`src/rtl/dvfs_pkg.sv`:
```
package dvfs_pkg;

    typedef enum logic {
        SEQ_WAIT   = 1'b0,
        SEQ_SETTLE = 1'b1
    } seq_state_e;

    // one fine step toward inc/dec (dec dominates), saturated to [lo, hi]
    function automatic logic [31:0] nudge(input logic [31:0] cur, input logic inc,
                                          input logic dec, input logic [31:0] lo,
                                          input logic [31:0] hi);
        logic [31:0] t;
        t = cur;
        if (dec)      t = (cur > lo) ? cur - 32'd1 : lo;
        else if (inc) t = cur + 32'd1;
        if (t > hi) t = hi;
        if (t < lo) t = lo;
        return t;
    endfunction

endpackage

```
`src/rtl/thermal_guard.sv`:
```
module thermal_guard #(
    parameter int unsigned TW  = 8,
    parameter int unsigned HOT = 125
) (
    input  logic          clk_i,
    input  logic          rst_i,
    input  logic [TW-1:0] temp_i,
    input  logic [TW-1:0] margin_i,
    output logic          hot_o
);
    logic hot_q;

    always_ff @(posedge clk_i) begin
        if (rst_i) begin
            hot_q <= 1'b0;
        end else if (32'(temp_i) >= HOT) begin
            hot_q <= 1'b1;
        end else if (32'(temp_i) + 32'(margin_i) < HOT) begin
            hot_q <= 1'b0;
        end
    end

    assign hot_o = hot_q;
endmodule

```
`src/rtl/volt_arbiter.sv`:
```
module volt_arbiter
    import dvfs_pkg::*;
#(
    parameter int unsigned VW   = 10,
    parameter int unsigned VMIN = 550,
    parameter int unsigned VMAX = 800,
    parameter int unsigned VRST = 630
) (
    input  logic          clk_i,
    input  logic          rst_i,
    input  logic          eval_i,
    input  logic          hot_i,
    input  logic          up_i,
    input  logic          dn_i,
    output logic [VW-1:0] vcode_o,
    output logic          moved_o
);
    logic [VW-1:0] v_q, v_n;
    logic          lower, raise;

    // thermal first, then budget decrease, then budget increase
    assign lower = hot_i | dn_i;
    assign raise = up_i & ~lower;

    always_comb begin
        v_n = v_q;
        if (eval_i) v_n = VW'(nudge(32'(v_q), raise, lower, VMIN, VMAX));
    end

    always_ff @(posedge clk_i) begin
        if (rst_i) v_q <= VW'(VRST);
        else       v_q <= v_n;
    end

    assign moved_o = (v_n != v_q);
    assign vcode_o = v_q;
endmodule

```
`src/rtl/freq_search.sv`:
```
module freq_search
    import dvfs_pkg::*;
#(
    parameter int unsigned FW   = 8,
    parameter int unsigned CW   = 8,
    parameter int unsigned FRST = 40
) (
    input  logic          clk_i,
    input  logic          rst_i,
    input  logic          eval_i,
    input  logic          pass_i,
    input  logic [CW-1:0] hold_cfg_i,
    input  logic [FW-1:0] fmin_i,
    input  logic [FW-1:0] fmax_i,
    output logic [FW-1:0] fcode_o
);
    logic [FW-1:0] f_q, f_n;
    logic [CW-1:0] hold_q, hold_n;

    always_comb begin
        f_n    = f_q;
        hold_n = hold_q;
        if (eval_i) begin
            if (!pass_i) begin
                f_n    = FW'(nudge(32'(f_q), 1'b0, 1'b1, 32'(fmin_i), 32'(fmax_i)));
                hold_n = hold_cfg_i;
            end else if (hold_q != '0) begin
                f_n    = FW'(nudge(32'(f_q), 1'b0, 1'b0, 32'(fmin_i), 32'(fmax_i)));
                hold_n = hold_q - 1'b1;
            end else begin
                f_n    = FW'(nudge(32'(f_q), 1'b1, 1'b0, 32'(fmin_i), 32'(fmax_i)));
            end
        end
    end

    always_ff @(posedge clk_i) begin
        if (rst_i) begin
            f_q    <= FW'(FRST);
            hold_q <= '0;
        end else begin
            f_q    <= f_n;
            hold_q <= hold_n;
        end
    end

    assign fcode_o = f_q;
endmodule

```
`src/rtl/eval_sequencer.sv`:
```
module eval_sequencer
    import dvfs_pkg::*;
#(
    parameter int unsigned CW = 8
) (
    input  logic          clk_i,
    input  logic          rst_i,
    input  logic          done_i,
    input  logic          moved_i,
    input  logic [CW-1:0] settle_i,
    output logic          eval_o,
    output logic          req_o
);
    seq_state_e    state_q;
    logic [CW-1:0] cnt_q;
    logic          req_q;

    assign eval_o = (state_q == SEQ_WAIT) && done_i;

    always_ff @(posedge clk_i) begin
        if (rst_i) begin
            state_q <= SEQ_SETTLE;
            cnt_q   <= '0;
            req_q   <= 1'b0;
        end else begin
            req_q <= 1'b0;
            case (state_q)
                SEQ_SETTLE: begin
                    if (cnt_q == '0) begin
                        req_q   <= 1'b1;
                        state_q <= SEQ_WAIT;
                    end else begin
                        cnt_q <= cnt_q - 1'b1;
                    end
                end
                default: begin
                    if (done_i) begin
                        if (moved_i) begin
                            state_q <= SEQ_SETTLE;
                            cnt_q   <= settle_i;
                        end else begin
                            req_q <= 1'b1;
                        end
                    end
                end
            endcase
        end
    end

    assign req_o = req_q;
endmodule

```
`src/rtl/dvfs_ctrl.sv`:
```
module dvfs_ctrl
    import dvfs_pkg::*;
#(
    parameter int unsigned VW   = 10,
    parameter int unsigned FW   = 8,
    parameter int unsigned TW   = 8,
    parameter int unsigned CW   = 8,
    parameter int unsigned VMIN = 550,
    parameter int unsigned VMAX = 800,
    parameter int unsigned VRST = 630,
    parameter int unsigned FRST = 40,
    parameter int unsigned HOT  = 125
) (
    input  logic          clk_i,
    input  logic          rst_i,
    input  logic          bist_done_i,
    input  logic          bist_pass_i,
    input  logic [TW-1:0] temp_i,
    input  logic          pwr_up_i,
    input  logic          pwr_dn_i,
    input  logic [TW-1:0] therm_margin_i,
    input  logic [CW-1:0] hold_evals_i,
    input  logic [CW-1:0] settle_cycles_i,
    input  logic [FW-1:0] fmin_i,
    input  logic [FW-1:0] fmax_i,
    output logic [VW-1:0] vcode_o,
    output logic [FW-1:0] fcode_o,
    output logic          test_req_o
);
    logic eval_w, hot_w, moved_w;

    thermal_guard #(.TW(TW), .HOT(HOT)) u_therm (
        .clk_i(clk_i), .rst_i(rst_i), .temp_i(temp_i),
        .margin_i(therm_margin_i), .hot_o(hot_w)
    );

    volt_arbiter #(.VW(VW), .VMIN(VMIN), .VMAX(VMAX), .VRST(VRST)) u_volt (
        .clk_i(clk_i), .rst_i(rst_i), .eval_i(eval_w), .hot_i(hot_w),
        .up_i(pwr_up_i), .dn_i(pwr_dn_i), .vcode_o(vcode_o), .moved_o(moved_w)
    );

    freq_search #(.FW(FW), .CW(CW), .FRST(FRST)) u_freq (
        .clk_i(clk_i), .rst_i(rst_i), .eval_i(eval_w), .pass_i(bist_pass_i),
        .hold_cfg_i(hold_evals_i), .fmin_i(fmin_i), .fmax_i(fmax_i),
        .fcode_o(fcode_o)
    );

    eval_sequencer #(.CW(CW)) u_seq (
        .clk_i(clk_i), .rst_i(rst_i), .done_i(bist_done_i), .moved_i(moved_w),
        .settle_i(settle_cycles_i), .eval_o(eval_w), .req_o(test_req_o)
    );
endmodule

```
`config.mk`:
```
export PLATFORM = sky130hd
export DESIGN_NAME = dvfs_ctrl
export DESIGN_NICKNAME = d
export VERILOG_FILES = /design/src/rtl/dvfs_pkg.sv /design/src/rtl/thermal_guard.sv /design/src/rtl/volt_arbiter.sv /design/src/rtl/freq_search.sv /design/src/rtl/eval_sequencer.sv /design/src/rtl/dvfs_ctrl.sv
export SDC_FILE = /design/constraint.sdc
export NUM_CORES = 1
export LEC_CHECK = 0
export ABC_CLOCK_PERIOD_IN_PS = 5490
export BUFFER_PORTS_ARGS = -buffer_cell sky130_fd_sc_hd__buf_2
export CORE_AREA = 2 2 104 106
export DETAILED_ROUTE_END_ITERATION = 12
export DIE_AREA = 0 0 106 108
export PLACE_DENSITY = 0.84
export SYNTH_ARGS = -nofsm -noshare
export SYNTH_HDL_FRONTEND = slang
export SYNTH_SLANG_ARGS = --single-unit
export TNS_END_PERCENT = 1
```
`constraint.sdc`:
```
create_clock -name clk_i -period 5.49 [get_ports clk_i]
set_input_delay 0.549 -clock clk_i [delete_from_list [all_inputs] [get_ports clk_i]]
set_output_delay 0.549 -clock clk_i [all_outputs]
set_load 0.05 [all_outputs]
```
======== Yosys cells after proc, flatten, opt, wreduce, memory -nomap -nowiden ========
Cells that the tools add are included.
operators by class
  reduce and logical (&&, ||, !) cells .... 8
  add/sub/neg operators ................... 7
  eq/ne operators ......................... 3
  order comparisons ....................... 12
  mux-type cells .......................... 46
  bitwise operators ....................... 4
operator list
  cell                   count
  $mux 32                22
  $lt 32x8->1            3
  $mux 8                 12
  $gt 32x8->1            2
  $gt 32x10->1 const B   1
  $lt 32x10->1 const B   1
  $lt 32x7->1 const B    1
  $mux 10                2
  $gt 8x8->1             2
  $sub 8x1->8 const B    2
  $add 10x1->11 const B  1
  $sub 10x1->11 const B  1
  $gt 10x10->1 const B   1
  $mux 1                 10
  $ne 10x10->1           1
  $add 8x1->9 const B    1
  $add 8x8->9            1
  $sub 8x1->9 const B    1
  $ge 8x7->1 const B     1
  $logic_not 8->1        1
  $reduce_bool 8->1      1
  $reduce_bool 2->1      3
  $reduce_and 3->1       1
  $ne 2x1->1 const B     1
  6 further kinds        7
storage, ports and cells
  bits in registers ....................... 37
  output and inout bits ................... 19

======== Depth between registers and ports, before layout ========
Gate-level depths: netlist of run 1.
  word-level depth ........................ 16
  mapped depth ............................ 28

======== By module ========
A second synthesis of run 1 with hierarchy kept.
unflattened totals
  cells, all modules ...................... 730
  area total of the unflattened synthesis .. 5626.6 µm²
modules (own cells, without submodules)
  module          sequential area each (µm²)  instances  area each (µm²)  cells each
  freq_search     320.3                       1          3151.8           401
  volt_arbiter    200.2                       1          1386.3           194
  eval_sequencer  200.2                       1          638.1            79
  thermal_guard   20.0                        1          450.4            56

======== Worst setup path before layout of run 1 ========
Ideal clock, no wire load.
  path type ............................... register to register
  start point ............................. register u_freq.f_q[0], in the netlist u_freq.fcode_o[0]
  end point ............................... register u_freq.f_q[0], in the netlist u_freq.fcode_o[0]
  arrival ................................. 6118 ps
  data required time ...................... 5361 ps
  slack ................................... -757 ps
  stages on the path, launching flop included .. 26
  clock period less this slack ............ 6247 ps
  path through ............................ dfxtp_1 clkinv_1 ha_1 nor2b_1 o21a_1 o21a_1 o21ai_0 a21oi_1 mux2i_1 ha_1 nor2b_1 o21a_1 o21a_1 o21bai_1 a21oi_1 nor2_1 mux2_2 ha_1 a21oi_1 nand3_1 or4b_2 a31oi_1 buf_2 a211oi_1 a211oi_1 o32ai_1
between the ends
  cells in the longest elaborated chain, start to end .. 13
  elaborated cells between the ends (all ways) .. 31
  those cells by class .................... add/sub (2); order compare (7); mux (22)
RTL lines
  element                 line               source
  start, declared         freq_search.sv:17  logic [FW-1:0] f_q, f_n;
  start signal, assigned  freq_search.sv:38  f_q <= FW'(FRST);
  start signal, assigned  freq_search.sv:41  f_q <= f_n;
  $add 8x1->9             dvfs_pkg.sv:15     else if (inc) t = cur + 32'd1;
  $mux 32                 freq_search.sv:27  end else if (hold_q != '0) begin
  $mux 32                 freq_search.sv:24  if (!pass_i) begin
  $mux 32                 freq_search.sv:23  if (eval_i) begin
  $gt 32x8->1             dvfs_pkg.sv:16     if (t > hi) t = hi;
  $mux 32                 dvfs_pkg.sv:16
  $mux 32                 freq_search.sv:27
  $mux 32                 freq_search.sv:24
  $mux 32                 freq_search.sv:23
  $lt 32x8->1             dvfs_pkg.sv:17     if (t < lo) t = lo;
  $mux 8                  dvfs_pkg.sv:17
  $mux 8                  freq_search.sv:27
  $mux 8 (*)              freq_search.sv:24
Mark *: on every way between the ends. The rest lies on a longest branch, timed or not. The select of a mux whose other input is x is not followed.
A chain may end at the register's enable or synchronous reset.

======== Worst setup path in the final report of run 1 ========
  start point ............................. input port fmin_i[1]
  end point ............................... register u_freq.f_q[1], in the netlist u_freq.fcode_o[1]
between the ends
  cells in the longest elaborated chain, start to end .. 11
  elaborated cells between the ends (all ways) .. 16
  those cells by class .................... order compare (5); mux (11)
RTL lines
  element          line               source
  start, declared  dvfs_ctrl.sv:24    input logic [FW-1:0] fmin_i,
  $gt 8x8->1       dvfs_pkg.sv:14     if (dec) t = (cur > lo) ? cur - 32'd1 : lo;
  $mux 32          dvfs_pkg.sv:14
  $mux 32          freq_search.sv:24
  $mux 32          freq_search.sv:23
  $gt 32x8->1      dvfs_pkg.sv:16
  $mux 32          dvfs_pkg.sv:16
  $mux 32          freq_search.sv:24
  $mux 32          freq_search.sv:23
  $lt 32x8->1      dvfs_pkg.sv:17
  $mux 8           dvfs_pkg.sv:17
  $mux 8 (*)       freq_search.sv:24
Marked as above.

==> flow_summary.json, run 1 <==
{
  "status": "finished, final reports clean",
  "p_clk_frac": 0.100,
  "hpwlAfterDp_um": 12600,
  "synth_fa_ha_area_frac": 0.165,
  "syn2layout_area_growth_pct": 14.9,
  "worstPathRequired_ns": 5.71,
  "drt-wirelength-per-cell_um": 17.4,
  "synth_top_family_by_area": "compound AO/OA/AOI/OAI gates",
  "avgViaCountPerCell": 6.38,
  "period_share": 0.940,
  "drt_iter0_markers": 582,
  "dp_slack_ns": -0.0756,
  "drc": 0,
  "crit_slowest_cell": "or4b_2",
  "path_depth": 26,
  "p_comb_frac": 0.723,
  "overflow": 0,
  "yosys-top-cells-area": "ha_1 (16%), dfxtp_1 (14%), nand2_1 (4.6%)",
  "ys_warn_count": 0,
  "row_count": 37,
  "hp-start": "temp_i[7]",
  "grt_max_degree": 29,
  "cp-startpoint": "fmin_i[1]",
  "netlist_top_cells_count": "ha_1 (70), nand2_1 (66), o21ai_0 (49)",
  "numPortBuffers": 72,
  "final_max_slew_viol_count": 0,
  "setup_tns_ns": 0,
  "setup.worst_path.class": "in2reg",
  "synth_compound_area_frac": 0.309,
  "async_flop_share": 0,
  "synthMuxAreaShare": 0.0658,
  "cts_hold_buffers": 0,
  "synthCells": 707,
  "maxSlewHeadroom": 0.393,
  "switchingPower_w": 0.00123,
  "cap_violations": 0,
  "critPathMaxStageDelay_ns": 0.61,
  "critical-path-top-delay-family": "compound AO/OA/AOI/OAI gates",
  "yosys.area.top_type": "ha_1",
  "dr.pass1.iters": 6,
  "setup_slack_ns": 0.327,
  "syn_area_mm2": 0.00544,
  "finalHoldViolCount": 0,
  "register_area_um2": 748,
  "die-area_mm2": 0.0114,
  "antenna_left": 0,
  "synth_simple_gate_area_frac": 0.234,
  "timing.rr.start": "u_freq.fcode_o[1]$_SDFFE_PP0P_",
  "p_sw_frac": 0.505,
  "peakVddDrop_mv": 0.296,
  "syn-num-nets": 832,
  "end_kind": "flip-flop",
  "synth-seq-area-share": 0.136,
  "die_width_um": 106,
  "grt_usage": 0.282,
  "grt_setup_unrepaired": "no",
  "vias": 5925,
  "ys.flop_type": "dfxtp_1",
  "clock_path_buffers": 2,
  "power_density_mw_per_mm2": 391,
  "gp_congestion": 1.03,
  "final_util": 0.610,
  "power_frac_seq": 0.177,
  "cp-start-kind": "primary input",
  "htreeDepth": 2,
  "r2r_cells": 21,
  "start_util": 0.531,
  "drive_above_1_share": 0.219,
  "netlist-cell-type-count": 88,
  "skew_ns": 0.0133,
  "grt_pass1_vias": 5354,
  "wirelength_um": 16100,
  "p_leak_nw": 2.79,
  "io_pins": 73,
  "cts_tree": "built",
  "synth_xor_area_frac": 0.0354,
  "synth_edf_count": 0,
  "finalSetupViolCount": 0,
  "synth.most_common_cell": "ha_1",
  "path_clk_slew_ns": 0.09,
  "die_h_um": 108,
  "fmax_mhz": 194,
  "fin_crit_ns": 5.16,
  "core_region_area_mm2": 0.0102,
  "grt_pass1_wl_um": 26200,
  "hp-class": "in2reg",
  "yosysTopAreaCellShare": 0.161,
  "worst_pin_slew_ns": 0.907,
  "min_path_cells": 3,
  "cp_max_fo": 9,
  "critPathArrivalTime_ns": 5.38,
  "insertion_delay_ns": 0.30,
  "fin_nets": 915,
  "cts_sinks": 37,
  "finalPower_w": 0.00244,
  "ys_ff_latch": 37,
  "cp_num_buf_inv": 4,
  "root_buffer": "clkbuf_8",
  "syn_avg_cell_area_um2": 7.69,
  "fillers": 913,
  "placedInstanceArea_mm2": 0.00609,
  "cts_buffers": 5,
  "antenna_found_initial": 0,
  "design_area_mm2": 0.00625,
  "intPower_w": 0.00121,
  "multi_input_area_mm2": 0.00442
}
==> worst paths after layout <==
kind | endpoint | slack, ns
worst max-delay path | u_freq.fcode_o[1]$_SDFFE_PP0P_ | 0.33
worst min-delay path | u_therm.hot_o$_SDFFE_PP0P_ | 0.49
worst max register to register | u_freq.fcode_o[7]$_SDFFE_PP0P_ | 0.36
worst min register to register | u_seq.cnt_q[7]$_SDFFE_PP0P_ | 0.50
==> routing by layer <==
metal | global-route usage | vias up | routed length (um)
met1 | 0.393 | 2733 | 7180
li1 | - | 2847 | -
met2 | 0.443 | 286 | 7070
met3 | 0.0458 | 59 | 1330
met4 | 0.0949 | 0 | 552
met5 | 0 | - | 0
==> cells in the final DEF (no fill, tap or decap), drive strengths merged, types with 5 or more instances in the layout <==
master,synthesis,routed
ha,70,70
o21bai,5,5
nor2,44,44
a21o,12,12
o21ai,52,52
inv,38,38
nand2b,10,10
xnor2,17,17
nand2,66,66
o31ai,7,7
and3,11,11
nand4,15,15
o21a,18,18
a221oi,5,5
or2,6,6
nor4,7,7
nor3,16,16
clkbuf,22,6
dfxtp,37,37
a211oi,14,14
mux2,14,14
or3,5,5
nor2b,13,13
xor2,5,5
a21oi,44,44
a32o,6,6
o211ai,11,11
nand3,19,19
o22ai,14,14
buf,12,110
mux2i,20,20
==> kinds of logic after synthesis <==
kind of cell | count (synthesis)
AO/OA/AOI/OAI | 238
flip-flops | 37
buffers and inverters | 73
multiplexers | 34
XOR/XNOR | 22
adder cells (fa/ha/maj) | 71
AND/OR/NAND/NOR | 232
==> state kept, by name, summed over array words and instances, names as in the netlist <==
name,flops
u_freq.hold_q,8
u_seq.req_o,1
u_seq.state_q,1
u_seq.cnt_q,8
u_therm.hot_o,1
u_volt.vcode_o,10
u_freq.fcode_o,8
==> stage by stage <==
| stage | hold slack (ns) | cells |
|---|---|---|
| final | 0.486 | 928 |
| after floorplan | 0.470 | 707 |
| after global routing | 0.480 | 927 |
| after detailed placement | 0.485 | 916 |
| after CTS | 0.484 | 924 |
| after global placement | 0.484 | 916 |
==> worst register-to-register path: stages (launching register included) <==
cell       delay, ns
dfxtp_2         0.35
buf_4           0.17
ha_1            0.19
nand3_1         0.14
nor2_1          0.20
xor2_1          0.22
ha_1            0.28
a21o_1          0.18
a21oi_1         0.20
nor2b_1         0.20
a221oi_2        0.10
nor2_1          0.15
buf_4           0.19
mux2_2          0.38
ha_1            0.19
a2111oi_1       0.35
o21ai_1         0.15
or4_1           0.52
and4_1          0.30
mux2_2          0.30
a21oi_1         0.16
a21oi_1         0.10
==> power groups by stage <==
stage | clock network (W) | registers (W) | logic, W
floorplan | 0 | 0.000480 | 0.00119
global placement | 0 | 0.000434 | 0.00167
detailed placement | 0 | 0.000434 | 0.00170
CTS | 0.000246 | 0.000429 | 0.00171
global route | 0.000259 | 0.000442 | 0.00194
finish | 0.000244 | 0.000432 | 0.00176
==> repair_timing <==
| action | 4_1_cts | 5_1_grt |
|---|---|---|
| buffers inserted | 0 | 3 |
| gates resized for setup | 0 | 8 |
| endpoints found under the setup margin | 0 | 8 |
==> cell type report <==
type,instances,share of cell area
Antenna cell,1,0.000401
Clock buffer,6,0.0116
Clock inverter,2,0.00621
Inverter,39,0.0236
Multi-Input combinational cell,597,0.708
Sequential cell,37,0.120
Tap cell,136,0.0272
Timing Repair Buffer,110,0.103
Note: power is estimated with default switching activity, not from simulation.
==> run 2: changes to the inputs <==
--- a/config.mk
+++ b/config.mk
@@ -7,11 +7,13 @@
 export LEC_CHECK = 0
 export ABC_CLOCK_PERIOD_IN_PS = 5490
 export BUFFER_PORTS_ARGS = -buffer_cell sky130_fd_sc_hd__buf_2
-export CORE_AREA = 2 2 104 106
+export CORE_AREA = 2 2 105 107
 export DETAILED_ROUTE_END_ITERATION = 12
-export DIE_AREA = 0 0 106 108
-export PLACE_DENSITY = 0.84
+export DIE_AREA = 0 0 107 109
+export PLACE_DENSITY = 0.85
+export RECOVER_POWER = 100
 export SYNTH_ARGS = -nofsm -noshare
 export SYNTH_HDL_FRONTEND = slang
+export SYNTH_HIERARCHICAL = 1
 export SYNTH_SLANG_ARGS = --single-unit
 export TNS_END_PERCENT = 1
==> flow_summary.json, run 2 <==
{
  "status": "finished, final reports clean",
  "syn_avg_cell_area_um2": 7.71,
  "setup.worst_path.class": "reg2reg",
  "core_region_area_mm2": 0.0106,
  "htreeDepth": 2,
  "worstPathRequired_ns": 5.69,
  "final_max_slew_viol_count": 0,
  "row_count": 38,
  "vias": 6207,
  "synth-seq-area-share": 0.132,
  "skew_ns": 0.00832,
  "setup_tns_ns": 0,
  "drt-wirelength-per-cell_um": 18.2,
  "yosys.area.top_type": "ha_1",
  "fin_cells": 951,
  "drive_above_1_share": 0.185,
  "root_buffer": "clkbuf_8",
  "yosys-top-cells-area": "ha_1 (15%), dfxtp_1 (13%), a21oi_1 (5.2%)",
  "dp_slack_ns": -0.0285,
  "end_kind": "flip-flop",
  "drc": 0,
  "final_cell_mix": "ha_1 (68), a21oi_1 (58), nand2_1 (54), buf_2 (53), o21ai_0 (53)",
  "dp_cells": 939,
  "drt_iter0_markers": 694,
  "peakVddDrop_mv": 0.198,
  "critPathArrivalTime_ns": 5.44,
  "avgViaCountPerCell": 6.53,
  "fmax_mhz": 191,
  "cp-start-kind": "flip-flop",
  "holdWs_ns": 0.512,
  "syn2layout_area_growth_pct": 12.7,
  "synth.most_common_cell": "ha_1",
  "fillers": 973,
  "die_h_um": 109,
  "antenna_cells": 0,
  "p_leak_nw": 2.65,
  "worst_pin_slew_ns": 0.736,
  "cts_buffers": 5,
  "wirelength_um": 17300,
  "grt_setup_unrepaired": "no",
  "path_clk_slew_ns": 0.08,
  "io_pins": 73,
  "async_flop_share": 0,
  "grt_usage": 0.293,
  "fin_nets": 934,
  "period_share": 0.955,
  "synth_edf_count": 0,
  "grt_max_degree": 37,
  "cap_violations": 0,
  "largest_register_ffs": 10,
  "antenna_left": 0,
  "hpwlAfterDp_um": 13100,
  "cp_max_fo": 9,
  "setup_slack_ns": 0.246,
  "antenna_found_initial": 0,
  "power_density_mw_per_mm2": 305,
  "hp-class": "in2reg",
  "cts_sinks": 37,
  "ys_ff_latch": 37,
  "ff2ff_setup_slack_ns": 0.25,
  "finalPower_w": 0.00193,
  "cts_tree": "built",
  "grt_pass1_wl_um": 27700,
  "syn_area_mm2": 0.00563,
  "start_util": 0.531,
  "netlist_top_cells_count": "ha_1 (68), a21oi_1 (59), nand2_1 (54)",
  "clock_path_buffers": 2,
  "netlist-cell-type-count": 96,
  "maxSlewHeadroom": 0.509,
  "gp_congestion": 0.999,
  "final_common_cell": "ha_1",
  "yosysTopAreaCellShare": 0.151,
  "die_width_um": 107,
  "dr.pass1.iters": 6,
  "finalHoldViolCount": 0,
  "synthCells": 730,
  "ys.flop_type": "dfxtp_1",
  "die-area_mm2": 0.0117,
  "ys_warn_count": 6,
  "finalSetupViolCount": 0,
  "overflow": 0,
  "fin_crit_ns": 5.24,
  "insertion_delay_ns": 0.29,
  "grt_pass1_vias": 5580,
  "syn-num-nets": 853,
  "numPortBuffers": 72
}
-- run 2: worst paths after layout --
| path | cells after the start | startpoint | to |
|---|---|---|---|
| min reg2reg | 2 | u_freq/hold_q[1]$_SDFFE_PP0P_ | u_freq/hold_q[1]$_SDFFE_PP0P_ |
| min | 3 | settle_cycles_i[4] | u_seq/cnt_q[4]$_SDFFE_PP0P_ |
| max reg2reg | 26 | u_freq/fcode_o[1]$_SDFFE_PP0P_ | u_freq/fcode_o[0]$_SDFFE_PP0P_ |
| max | 26 | u_freq/fcode_o[1]$_SDFFE_PP0P_ | u_freq/fcode_o[0]$_SDFFE_PP0P_ |
-- run 2: stage by stage --
| stage | util | instance area [um2] |
|---|---|---|
| floorplan | - | 5630 |
| global placement | 0.588 | 6230 |
| detailed placement | 0.588 | 6230 |
| CTS | 0.596 | 6320 |
| global route | 0.598 | 6340 |
| finish | 0.598 | 6340 |
-- run 2: logic make-up (layout without fill, tap and decap cells) --
logic type | Yosys count | in the layout | synth area share
multiplexers | 24 | 24 | 0.0456
buffers and inverters | 72 | 153 | 0.0545
adder cells (fa/ha/maj) | 69 | 69 | 0.155
AO/OA/AOI/OAI | 265 | 265 | 0.340
AND/OR/NAND/NOR | 250 | 250 | 0.253
flip-flops | 37 | 37 | 0.132
XOR/XNOR | 13 | 13 | 0.0202
-- run 2: area by class of cell --
cell class / count / area (um2) / share of cell area
flip-flops and latches: 37 / 741 / 0.117
clock buffers: 7 / 86.3 / 0.0136
inverters: 39 / 146 / 0.0231
multi-input cells: 621 / 4590 / 0.724
well taps: 140 / 175 / 0.0276
repair buffers: 107 / 603 / 0.0951
-- run 2: what timing repair did --
action | CTS | global route
hold buffers | 0 | 0
gates resized for setup | 0 | 10
setup buffers | 0 | 5
endpoints found under the setup margin | 0 | 7
-- run 2: layer usage --
| metal | GRT usage | up-vias | part of all wire |
|---|---|---|---|
| li1 | - | 2975 | - |
| met1 | 0.398 | 2860 | 0.43 |
| met2 | 0.488 | 326 | 0.46 |
| met3 | 0.0353 | 46 | 0.088 |
| met4 | 0.0844 | 0 | 0.024 |
| met5 | 0 | - | 0 |
-- run 2: power breakdown --
part           internal, W  switching [W]
logic             0.000536       0.000789
registers         0.000319      0.0000866
clock network    0.0000999       0.000103
-- run 2: critical path, cell delays in order (launching register included) --
cell and delay (ns):
dfxtp_1 0.33, buf_4 0.14, buf_4 0.17, ha_1 0.30, nor2b_1 0.14, o21ai_2 0.15
a21boi_4 0.10, o31ai_4 0.36, buf_6 0.17, nand2_1 0.05, o21ai_0 0.10, ha_1 0.29
nor2b_1 0.14, o211ai_1 0.16, a21oi_1 0.10, o22ai_2 0.18, nand2_1 0.11, buf_4 0.18
mux2_2 0.31, ha_1 0.18, a21o_1 0.16, a21o_1 0.20, a21oi_4 0.22, o2111a_2 0.27
o21ai_0 0.10, o311a_1 0.18, a2111oi_4 0.36
